### config.mk
export PLATFORM = sky130hd
export DESIGN_NAME = rn_map_top
export DESIGN_NICKNAME = d
export VERILOG_FILES = /design/src/rtl/rn_pkg.sv /design/src/rtl/rn_free_pick.sv /design/src/rtl/rn_group_dep.sv /design/src/rtl/rn_map_top.sv
export SDC_FILE = /design/constraint.sdc
export NUM_CORES = 1
export LEC_CHECK = 0
export BUFFER_PORTS_ARGS = -buffer_cell sky130_fd_sc_hd__buf_2
export CORE_MARGIN = 2
export CORE_UTILIZATION = 40
export CTS_BUF_LIST = sky130_fd_sc_hd__clkbuf_8
export CTS_CLUSTER_DIAMETER = 200
export DETAILED_ROUTE_END_ITERATION = 12
export GPL_TIMING_DRIVEN = 0
export PLACE_DENSITY = 0.65
export SETUP_SLACK_MARGIN = 0.3
export SLEW_MARGIN = 0
export SYNTH_ARGS = -nofsm -noshare
export SYNTH_HDL_FRONTEND = slang
export SYNTH_SLANG_ARGS = --single-unit
### constraint.sdc
create_clock -name clk -period 6.06 [get_ports clk]
set_input_delay 0.606 -clock clk [delete_from_list [all_inputs] [get_ports clk]]
set_output_delay 0.606 -clock clk [all_outputs]
set_load 0.005 [all_outputs]
### src/rtl/rn_pkg.sv
package rn_pkg;
    localparam int RN_SLOTS    = 2;
    localparam int RN_ARCH_DEF = 8;
    localparam int RN_PHYS_DEF = 16;
endpackage

### src/rtl/rn_free_pick.sv
// Picks the two lowest free physical registers and counts the pool.
module rn_free_pick #(
    parameter int NP = 16,
    parameter int PW = 4,
    parameter int CW = 5
) (
    input  logic [NP-1:0] free_vec,
    output logic [PW-1:0] pick_a,
    output logic [PW-1:0] pick_b,
    output logic [CW-1:0] free_cnt
);
    function automatic logic [PW-1:0] lowest(input logic [NP-1:0] v);
        logic [PW-1:0] r;
        r = '0;
        for (int i = NP - 1; i >= 0; i--) begin
            if (v[i]) r = PW'(i);
        end
        return r;
    endfunction

    logic [NP-1:0] rest_vec;

    always_comb begin
        pick_a   = lowest(free_vec);
        rest_vec = free_vec & ~(NP'(1) << pick_a);
        pick_b   = lowest(rest_vec);
    end

    always_comb begin
        free_cnt = '0;
        for (int i = 0; i < NP; i++) begin
            free_cnt = free_cnt + CW'(free_vec[i]);
        end
    end
endmodule

### src/rtl/rn_group_dep.sv
// Resolves slot-1 sources and old mapping against slot 0 of the same group.
module rn_group_dep #(
    parameter int AW = 3,
    parameter int PW = 4
) (
    input  logic                  s0_alloc,
    input  logic [AW-1:0]         s0_rd,
    input  logic [PW-1:0]         s0_pd,
    input  logic [1:0][AW-1:0]    s1_rs,
    input  logic [1:0][PW-1:0]    s1_rs_map,
    input  logic                  s1_alloc,
    input  logic [AW-1:0]         s1_rd,
    input  logic [PW-1:0]         s1_rd_map,
    output logic [1:0][PW-1:0]    s1_ps,
    output logic [PW-1:0]         s1_pold
);
    genvar g;
    generate
        for (g = 0; g < 2; g++) begin : g_src
            logic hit;
            assign hit      = s0_alloc && (s1_rs[g] == s0_rd);
            assign s1_ps[g] = hit ? s0_pd : s1_rs_map[g];
        end
    endgenerate

    always_comb begin
        if (!s1_alloc)
            s1_pold = '0;
        else if (s0_alloc && (s1_rd == s0_rd))
            s1_pold = s0_pd;
        else
            s1_pold = s1_rd_map;
    end
endmodule

### src/rtl/rn_map_top.sv
module rn_map_top
    import rn_pkg::*;
#(
    parameter int NA = RN_ARCH_DEF,
    parameter int NP = RN_PHYS_DEF,
    parameter int AW = $clog2(NA),
    parameter int PW = $clog2(NP)
) (
    input  logic                        clk,
    input  logic                        rst_n,
    input  logic                        flush,
    input  logic [RN_SLOTS-1:0]         dsp_valid,
    input  logic [RN_SLOTS-1:0]         dsp_wr,
    input  logic [RN_SLOTS-1:0][AW-1:0] dsp_rs1,
    input  logic [RN_SLOTS-1:0][AW-1:0] dsp_rs2,
    input  logic [RN_SLOTS-1:0][AW-1:0] dsp_rd,
    output logic                        dsp_ready,
    output logic [RN_SLOTS-1:0][PW-1:0] ren_ps1,
    output logic [RN_SLOTS-1:0][PW-1:0] ren_ps2,
    output logic [RN_SLOTS-1:0][PW-1:0] ren_pd,
    output logic [RN_SLOTS-1:0][PW-1:0] ren_pold,
    input  logic [RN_SLOTS-1:0]         cmt_valid,
    input  logic [RN_SLOTS-1:0][AW-1:0] cmt_rd,
    input  logic [RN_SLOTS-1:0][PW-1:0] cmt_pnew,
    input  logic [RN_SLOTS-1:0][PW-1:0] cmt_pold
);
    localparam int CW = $clog2(NP + 1);

    typedef logic [NA-1:0][PW-1:0] map_t;

    typedef struct packed {
        map_t          spec;
        map_t          arch;
        logic [NP-1:0] free;
    } state_t;

    function automatic state_t init_state();
        state_t s;
        for (int i = 0; i < NA; i++) begin
            s.spec[i] = PW'(i);
            s.arch[i] = PW'(i);
        end
        for (int j = 0; j < NP; j++) begin
            s.free[j] = (j >= NA);
        end
        return s;
    endfunction

    localparam state_t RST_STATE = init_state();

    state_t st_q, st_d;

    map_t          spec_q, arch_q;
    logic [NP-1:0] free_q;
    assign spec_q = st_q.spec;
    assign arch_q = st_q.arch;
    assign free_q = st_q.free;

    // ---- allocation demand ----
    logic [RN_SLOTS-1:0] alloc;
    logic [1:0]          need;
    genvar k;
    generate
        for (k = 0; k < RN_SLOTS; k++) begin : g_need
            assign alloc[k] = dsp_valid[k] && dsp_wr[k] && (dsp_rd[k] != '0);
        end
    endgenerate
    assign need = 2'(alloc[0]) + 2'(alloc[1]);

    // ---- free pool pick ----
    logic [PW-1:0] pick_a, pick_b;
    logic [CW-1:0] free_cnt;

    rn_free_pick #(.NP(NP), .PW(PW), .CW(CW)) u_pick (
        .free_vec (free_q),
        .pick_a   (pick_a),
        .pick_b   (pick_b),
        .free_cnt (free_cnt)
    );

    assign dsp_ready = !flush && (CW'(need) <= free_cnt);

    // ---- slot 0 rename ----
    logic [PW-1:0] pd0, pd1;
    assign pd0 = alloc[0] ? pick_a : '0;
    assign pd1 = alloc[1] ? (alloc[0] ? pick_b : pick_a) : '0;

    assign ren_ps1[0]  = spec_q[dsp_rs1[0]];
    assign ren_ps2[0]  = spec_q[dsp_rs2[0]];
    assign ren_pd[0]   = pd0;
    assign ren_pold[0] = alloc[0] ? spec_q[dsp_rd[0]] : '0;
    assign ren_pd[1]   = pd1;

    // ---- slot 1 rename with in-group dependence ----
    logic [1:0][AW-1:0] s1_rs;
    logic [1:0][PW-1:0] s1_rs_map;
    logic [1:0][PW-1:0] s1_ps;
    logic [PW-1:0]      s1_pold;

    assign s1_rs[0]     = dsp_rs1[1];
    assign s1_rs[1]     = dsp_rs2[1];
    assign s1_rs_map[0] = spec_q[dsp_rs1[1]];
    assign s1_rs_map[1] = spec_q[dsp_rs2[1]];

    rn_group_dep #(.AW(AW), .PW(PW)) u_dep (
        .s0_alloc  (alloc[0]),
        .s0_rd     (dsp_rd[0]),
        .s0_pd     (pd0),
        .s1_rs     (s1_rs),
        .s1_rs_map (s1_rs_map),
        .s1_alloc  (alloc[1]),
        .s1_rd     (dsp_rd[1]),
        .s1_rd_map (spec_q[dsp_rd[1]]),
        .s1_ps     (s1_ps),
        .s1_pold   (s1_pold)
    );

    assign ren_ps1[1]  = s1_ps[0];
    assign ren_ps2[1]  = s1_ps[1];
    assign ren_pold[1] = s1_pold;

    // ---- next state ----
    always_comb begin
        st_d = st_q;
        // commits first; a later slot overrides an earlier one on the same index
        for (int c = 0; c < RN_SLOTS; c++) begin
            if (cmt_valid[c] && (cmt_rd[c] != '0)) begin
                st_d.arch[cmt_rd[c]] = cmt_pnew[c];
                if (cmt_pold[c] != '0)
                    st_d.free[cmt_pold[c]] = 1'b1;
            end
        end
        if (flush) begin
            st_d.spec = st_d.arch;
            st_d.free = '1;
            for (int a = 0; a < NA; a++) begin
                st_d.free[st_d.arch[a]] = 1'b0;
            end
        end else if (dsp_ready) begin
            for (int s = 0; s < RN_SLOTS; s++) begin
                if (alloc[s]) begin
                    st_d.spec[dsp_rd[s]] = ren_pd[s];
                    st_d.free[ren_pd[s]] = 1'b0;
                end
            end
        end
    end

    always_ff @(posedge clk) begin
        if (!rst_n)
            st_q <= RST_STATE;
        else
            st_q <= st_d;
    end
endmodule

After elaboration in Yosys (flattened, before gate mapping)
Index checks and enable logic that the tools add are counted.
Word-level totals
  register bits after elaboration: 80
  logic and storage cells: 235
Operators by class
  bitwise operators: 23
  eq/ne operators: 3
  shift-type cells: 1
  multiplexer cells: 104
  reductions and logical operators: 34
  $lt $le $gt $ge: 37
  $add $sub $neg: 16
Operators with widths (number)
  4-bit two-way mux: 50
  32-bit two-way mux: 6
  16-bit NOT: 11
  16-bit AND: 10
  32-bit bitwise mux: 4
  16-bit two-way mux: 8
  48-bit two-way mux: 2
  4-bit binary-select mux with 3-bit select: 6
  5-bit by 1-bit adder with 5-bit output: 14
  4-bit by 5-bit < comparator with 1-bit output, second input constant: 12
  1-bit demux with 4-bit select: 12
  4-bit demux with 3-bit select: 4
  4-bit by 1-bit >= comparator with 1-bit output, second input constant: 12
  3-bit by 4-bit < comparator with 1-bit output, second input constant: 8
  16-bit OR: 2
  1-bit logical AND: 26
  1-bit by 4-bit left shift with 16-bit output, first input constant: 1
  3-bit by 1-bit >= comparator with 1-bit output, second input constant: 4
  1-bit two-way mux: 12
  3-bit nonzero test: 4
  3-bit == test: 3
  4-bit nonzero test: 2
  2-bit by 5-bit <= comparator with 1-bit output: 1
  1-bit by 1-bit adder with 2-bit output: 2
  other kinds (2): 2

Longest topological paths before layout
Gate-level depths: netlist (run 1).
  depth in word-level cells: 46
  mapped depth: 20
  gate-level depth less buffers: 20

Modules after synthesis
A second synthesis (run 1) with hierarchy kept.
Second synthesis, totals
  cells, all modules: 1274
  area total of the unflattened synthesis: 9897.0 µm²
By module, submodules not included
  rn_map_top: instances 1, cells an instance 1106, area an instance 8629.5 µm²
  rn_free_pick: instances 1, cells an instance 134, area an instance 992.2 µm²
  rn_group_dep: instances 1, cells an instance 34, area an instance 275.3 µm²

Worst setup path after synthesis (run 1)
OpenSTA, ideal clock, no wires.
  kind: reg-to-output
  from: register st_q, in the netlist free_q[2]
  to: output port dsp_ready
  path slack: 614 ps
  data required time: 5454 ps
  cell stages (with the launch flop): 17
  data arrival time: 4840 ps
  cell sequence: dfxtp_1 clkbuf_1 inv_1 fa_1 inv_1 fa_1 fa_1 inv_1 fa_1 fa_1 fa_1 ha_1 a21oi_1 a2111oi_0 and2_1 nor2_1 clkbuf_1
Between the ends
  longest elaborated chain between the ends: 16
RTL lines
  from (decl): line rn_map_top.sv:51  | state_t st_q, st_d;
  from (signal assigned): line rn_map_top.sv:153  | st_q <= st_d;
  5-bit by 1-bit adder with 5-bit output (14 in series): line rn_free_pick.sv:32  | free_cnt = free_cnt + CW'(free_vec[i]);
  2-bit by 5-bit <= comparator with 1-bit output: line rn_map_top.sv:81  | assign dsp_ready = !flush && (CW'(need) <= free_cnt);
  1-bit logical AND: line rn_map_top.sv:81
  to (decl): line rn_map_top.sv:17  | output logic dsp_ready,
Every way passes these cells.

Worst setup path in the final report (run 1)
  from: register st_q, in the netlist free_q[0]
  to: output port dsp_ready
Between the ends
  longest elaborated chain between the ends: 17
RTL lines (line)
  1-bit by 1-bit adder with 2-bit output: rn_free_pick.sv:32
  5-bit by 1-bit adder with 5-bit output (14 in series): rn_free_pick.sv:32
  2-bit by 5-bit <= comparator with 1-bit output: rn_map_top.sv:81
  1-bit logical AND: rn_map_top.sv:81
Every way passes these cells.

==> results of run 1 <==
-- final timing paths --
path              from  slack, ns        end  cells past startpoint
max reg2reg  free_q[0]       0.45  spec_q[5]                     17
min reg2reg  arch_q[2]       0.54  arch_q[2]                      1
max          free_q[0]       0.38  dsp_ready                     16
min          arch_q[2]       0.54  arch_q[2]                      1
-- metrics by stage --
| step | cells | area [um2] | total power, W | utilization [%] | TNS, ns |
|---|---|---|---|---|---|
| floorplan | 1159 | 8640 | 0.00226 | - | 0 |
| global placement | 1493 | 9280 | 0.00308 | 44.0 | -7.08 |
| finish | 1513 | 9660 | 0.00397 | 45.8 | 0 |
| CTS | 1512 | 9650 | 0.00389 | 45.7 | 0 |
| global route | 1513 | 9660 | 0.00420 | 45.8 | 0 |
| detailed placement | 1493 | 9280 | 0.00307 | 44.0 | -5.99 |
-- cell usage in the layout (no fill, tap or decap), types with 37 or more instances in the layout --
master,count
buf_2,64
nor3_1,41
dfxtp_1,78
nor2_1,117
mux2i_1,50
a21oi_1,77
o21ai_0,62
clkbuf_1,68
nand2_1,141
mux4_2,37
-- critical path: cells and delay by family (launching register included) --
kind	cells	cell delay (ns)
and+or+nand+nor	2	0.31
AOI/OAI and AO/OA	1	0.40
adders and majority gates	8	3.25
buffers and inverters	5	0.39
DFF	1	0.35
-- layer usage --
| metal | GRT usage, % | wire [um] |
|---|---|---|
| met1 | 46.9 | 15600 |
| met2 | 54.3 | 17500 |
| met3 | 6.57 | 4540 |
| met4 | 14.2 | 1750 |
| met5 | 0 | 0 |
-- flip-flops by register name, summed over array words and instances (netlist names) --
register	cells
free_q	16
arch_q	32
spec_q	32
-- repair_timing --
| item | in CTS | in global routing |
|---|---|---|
| pin swaps | 8 | 4 |
| hold buffers | 0 | 0 |
| endpoints found under the hold margin | 0 | 0 |
| setup endpoints to repair | 39 | 25 |
| buffers inserted | 3 | 0 |
| gates resized for setup | 24 | 2 |
-- kinds of logic (layout without fill, tap and decap cells) --
kind of cell | count (synthesis) | count (layout) | synth area share [%]
muxes | 100 | 100 | 17.1
buffers and inverters | 125 | 204 | 5.52
DFF | 80 | 80 | 18.5
xor gates and xnor gates | 10 | 10 | 1.01
AOI/OAI and AO/OA | 353 | 353 | 27.8
and+or+nand+nor | 473 | 473 | 26.5
adders and majority gates | 18 | 18 | 3.48
-- power by group through the flow --
stage | Sequential [W] | Clock (W) | Combinational (W)
finish | 0.000781 | 0.000515 | 0.00267
global route | 0.000783 | 0.000540 | 0.00288
CTS | 0.000765 | 0.000516 | 0.00261
detailed placement | 0.000776 | 0 | 0.00229
global placement | 0.000772 | 0 | 0.00231
floorplan | 0.000684 | 0 | 0.00158
-- cell type report --
type / instances / area [um2]
Buffer: 87 / 359
Fill cell: 2207 / 11400
Tap cell: 275 / 344
Multi-Input combinational cell: 954 / 6620
Sequential cell: 80 / 1600
Inverter: 38 / 143
Timing Repair Buffer: 63 / 337
Clock inverter: 5 / 103
Clock buffer: 11 / 151
==> key figures, run 1 <==
Outcome
  • Status: finished, final reports clean

Critical path
  • CP endpoint kind: primary output
  • Most used cell, CP: fa_1
  • Worst path slowest cell: fa_1
  • CP max stage delay: 0.54 ns
  • Worst-path cell chain: ha_4 -> inv_1 -> fa_1 -> inv_1 -> fa_1 -> fa_1 -> inv_1 -> fa_1 -> fa_2 -> fa_1 -> ha_4 -> a2111oi_4 -> and2_4 -> nor2_4 -> clkbuf_8 -> buf_6
  • WP data arrival: 5.07 ns
  • Max FO, Critical Path: 3
  • Critical Path RT: 5.45 ns
  • Crit path launch type: flip-flop
  • WS Path Type: flip-flop to primary output

Power and ir drop
  • Internal power: 0.00186 W
  • NetSw: 0.00211 W
  • Gate power share: 67.3%
  • Clock power share: 13.0%
  • Maximum vdd drop: 0.503 mV
  • Switching Share: 53.1%
  • Cell Pwr Density: 411 nW/um2
  • Leak: 3.62 nW
  • Flop pwr share: 19.7%

Routing
  • Vias: 10100
  • WL final: 39400 um
  • First-pass DRT Iterations: 5
  • Residual DRC count: 0
  • Antenna-violating nets left: 0
  • Vias per Instance: 6.67
  • Wire per inst: 26.0 um
  • Starting DRT DRC Count: 1398

Clocking
  • CTS tree: done
  • Clk buf depth: 2
  • Clk slew on worst S/H paths: 0.08 ns
  • H-tree Lvls: 3
  • Root Buffer: clkbuf_8
  • Worst-Skew Late Latency: 0.39 ns
  • Cts bufs inserted: 9
  • Clock sink total: 80

Global route
  • Global route overflow: 0
  • GRT Util Overall: 34.6%
  • First-pass GRT wire length: 58400 um
  • Initial antenna violation count: 0
  • Largest net degree at the start of global routing: 14
  • Vias in the first global route: 9498

Layout
  • Diode count: 0
  • Layout cell share with drive strength beyond 1: 13.5%
  • Fin nets: 1300
  • Area grow syn2layout: 11.8%

Floorplan
  • Die W: 151 um
  • Initial core utilization: 41.0%
  • Die Height: 151 um
  • Die Footprint: 22800 um2
  • Top Ports: 82
  • Num rows: 53
  • Core area: 21100 um2

Timing
  • Final WS setup: 0.381 ns
  • Final-report setup violation count: 0
  • Clock skew: 0.0133 ns
  • Endpoints failing hold: 0
  • Fmax achieved: 176 MHz
  • Max-slew headroom: 23.5%
  • Fin crit period: 5.68 ns
  • Hold Slack: 0.541 ns
  • Final Max Slew Viols: 0
  • Final worst-path cycle share: 93.7%
  • RSZ-0062 raised after global routing: yes
  • Worst Max-Slew Pin Slew: 1.13 ns

Synthesis
  • Synth area leader: dfxtp_1
  • #FFs+latches synth: 80
  • Yosys cell types: 74
  • Ys Warns: 0
  • Post-synthesis instance total: 1159
  • EDFF count, synth: 0
  • Most frequent cells after synthesis: nand2_1, nor2_1, dfxtp_1, a21oi_1, clkbuf_1
  • Primary FF master, synth: dfxtp_1
  • Post-synthesis sequential area ratio: 18.5%
  • Mapped Avg Cell Area: 7.45 um2
  • Mapped Area: 8640 um2
  • Synth area leaders: dfxtp_1, mux4_2, nand2_1
  • Post-synthesis async set-or-reset flop share: 0%
  • Syn nets: 1226
  • Count leader, synth: nand2_1
  • Synth top area share: 18.5%

Place
  • DPL Wire Length: 30300 um
  • RePlAce Congestion: 1.01
  • Port buffer count: 59
  • Setup WS pre-CTS: -0.437 ns

Min path
  • Worst Hold Class: flip-flop to flip-flop

Flow run
  • Max-cap viol count: 0
Note: power is estimated with default switching activity, not from simulation.
==> inputs of run 2 (changes only) <==
Settings changed: CELL_PAD_IN_SITES_DETAIL_PLACEMENT from default to 0, CELL_PAD_IN_SITES_GLOBAL_PLACEMENT from default to 1, MAX_ROUTING_LAYER from default to met4, PLACE_DENSITY 0.65 to 0.81.
==> run 2 against run 1 <==
  * The run now ends with capacitance limit, slew limit left
  * First-iteration DRC count decreased by 11%
  * Maximum frequency decreased by 2.4%
  * Die area unchanged
  * Non-clock buffer count decreased by 3
  * Critical path depth increased by 1
  * Sequential share of layout area increased by 0.14 points
  * Routed wire length increased by 0.17%
  * Count of clock-buffer cells in the layout decreased by 2
  * Combinational power about the same
  * Power decreased by 2.3%
  * Largest cell class unchanged
==> key figures, run 2 (synthesis results as in run 1) <==
Floorplan
  • Die W: 151 um (unchanged)
  • Die Footprint: 22800 um2 (unchanged)
  • Initial core utilization: 41.0% (unchanged)
  • Core area: 21100 um2 (unchanged)
  • Top Ports: 82 (unchanged)
  • Num rows: 53 (unchanged)
  • Die Height: 151 um (unchanged)

Timing
  • Final WS setup: 0.241 ns (was 0.381 ns)
  • Fin crit period: 5.82 ns (was 5.68 ns)
  • Worst Max-Slew Pin Slew: 1.51 ns (was 1.13 ns)
  • Final-report setup violation count: 0 (unchanged)
  • Fmax achieved: 172 MHz (was 176 MHz)
  • Final worst-path cycle share: 96.0% (was 93.7%)
  • Clock skew: 0.0130 ns (was 0.0133 ns)
  • RSZ-0062 raised after global routing: yes (unchanged)
  • Max-slew headroom: -3.43% (was 23.5%)
  • Endpoints failing hold: 0 (unchanged)
  • Final Max Slew Viols: 2 (was 0)

Clocking
  • Post-CTS Hold Buffers: 0 (unchanged)
  • Clk slew on worst S/H paths: 0.09 ns (was 0.08 ns)
  • Root Buffer: clkbuf_8 (unchanged)
  • Clock sink total: 80 (unchanged)
  • H-tree Lvls: 3 (unchanged)
  • Clk buf depth: 2 (unchanged)
  • CTS tree: done (unchanged)
  • Cts bufs inserted: 9 (unchanged)
  • Worst-Skew Late Latency: 0.38 ns (was 0.39 ns)

Min path
  • Worst Hold Class: flip-flop to flip-flop (unchanged)

Routing
  • Vias: 10100 (about the same)
  • Vias per Instance: 6.70 (was 6.67)
  • Residual DRC count: 0 (unchanged)
  • Wire per inst: 26.1 um (was 26.0 um)
  • Antenna-violating nets left: 0 (unchanged)
  • Starting DRT DRC Count: 1247 (was 1398)
  • WL final: 39400 um (about the same)
  • First-pass DRT Iterations: 5 (unchanged)

Global route
  • First-pass GRT wire length: 58000 um (was 58400 um)
  • Initial antenna violation count: 1 (was 0)
  • Largest net degree at the start of global routing: 13 (was 14)
  • Vias in the first global route: 9145 (was 9498)
  • GRT Util Overall: 35.6% (was 34.6%)
  • Global route overflow: 0 (unchanged)

Power and ir drop
  • Maximum vdd drop: 0.382 mV (was 0.503 mV)
  • Leak: 3.59 nW (was 3.62 nW)
  • Cell Pwr Density: 405 nW/um2 (was 411 nW/um2)

Critical path
  • WS Path Type: flip-flop to primary output (unchanged)
  • Crit path launch type: flip-flop (unchanged)
  • CP endpoint kind: primary output (unchanged)
  • Critical Path RT: 5.45 ns (about the same)
  • WP data arrival: 5.21 ns (was 5.07 ns)
  • Max FO, Critical Path: 10 (was 3)

Layout
  • Final instance area: 9570 um2 (was 9660 um2)
  • Fin nets: 1297 (was 1300)
  • Layout cell share with drive strength beyond 1: 13.3% (was 13.5%)
  • Number of filler cells placed in the layout: 2187 (was 2207)
  • Area of the multi-input gates: 6620 um2 (about the same)
  • Area grow syn2layout: 10.8% (was 11.8%)
  • Commonest non-fill, non-tap cells in the layout: nand2_1, nor2_1, dfxtp_1 (unchanged)
  • Most common cell after layout, fill and taps aside: nand2_1 (unchanged)
  • Seq. cell area: 1600 um2 (about the same)

Place
  • Port buffer count: 59 (unchanged)
  • DPL Wire Length: 30600 um (was 30300 um)
  • RePlAce Congestion: 1.01 (about the same)
  • Setup WS pre-CTS: -0.780 ns (was -0.437 ns)
  • Post-DP Area: 9280 um2 (unchanged)

Flow run
  • Max-cap viol count: 1 (was 0)

Outcome
  • Failing checks: capacitance limit, slew limit
  • Status: complete, but fails checks (was finished, final reports clean)
run 2: cell count changes in the layout (fill, tap and decap cells not counted), moves of 2 or more:
cell / before / now
clkbuf_1: 68 / 65
clkbuf_8: 13 / 10
inv_1: 35 / 37
buf_2: 64 / 66
run 2: path summary, 6_finish.rpt:
path | from | to | slack (ns) | depth (start not counted)
setup / recovery | free_q[0] | dsp_ready | 0.24 | 17
hold / removal | arch_q[2] | arch_q[2] | 0.54 | 1
setup reg to reg | free_q[0] | spec_q[21] | 0.43 | 18
hold reg to reg | arch_q[2] | arch_q[2] | 0.54 | 1
run 2: layer usage:
metal | global-route usage, % | vias up | part of all wire (%)
li1 | - | 4527 | -
met1 | 49.9 | 4847 | 42
met2 | 52.8 | 666 | 44
met3 | 6.36 | 84 | 11
met4 | 9.53 | 0 | 2.8
met5 | - | - | 0
run 2: critical path, cell delays in order (launching register included):
cell,delay (ns)
dfxtp_2,0.35
ha_1,0.27
inv_1,0.04
fa_1,0.47
inv_1,0.05
fa_1,0.47
fa_1,0.51
inv_1,0.05
fa_1,0.45
fa_2,0.37
fa_1,0.48
ha_4,0.31
a21oi_2,0.06
a2111oi_4,0.31
and2_4,0.26
nor2_4,0.06
clkbuf_8,0.17
buf_2,0.14
run 2: power breakdown:
part / switching (W) / leakage [nW] / internal, W / total, W
combinational: 0.00172 / 2.82 / 0.000956 / 0.00268
clock: 0.000216 / 0.111 / 0.000226 / 0.000441
sequential: 0.000159 / 0.655 / 0.000598 / 0.000757
run 2: what timing repair did:
item / in CTS / in global routing
setup endpoints to repair: 45 / 28
buffers inserted: 1 / 0
pin swaps: 2 / 0
gates resized for setup: 18 / 11
run 2: layout make-up:
type | instances | area share [%]
Multi-Input combinational cell | 954 | 69.2
Timing Repair Buffer | 60 | 3.16
Clock buffer | 9 | 1.29
Clock inverter | 6 | 0.811
Antenna cell | 1 | 0.0262
Buffer | 87 | 3.71
Sequential cell | 80 | 16.7
Tap cell | 275 | 3.60
Inverter | 38 | 1.49
run 2: through the flow:
stage	instances	power, W	util [%]	hold WS, ns	setup TNS (ns)
final	1510	0.00388	45.4	0.539	0
after global routing	1510	0.00412	45.4	0.571	0
after CTS	1509	0.00376	45.3	0.545	0
after detailed placement	1493	0.00308	44.0	0.532	-20.07
after global placement	1493	0.00309	44.0	0.528	-18.74
after floorplan	1159	0.00226	-	0.496	0
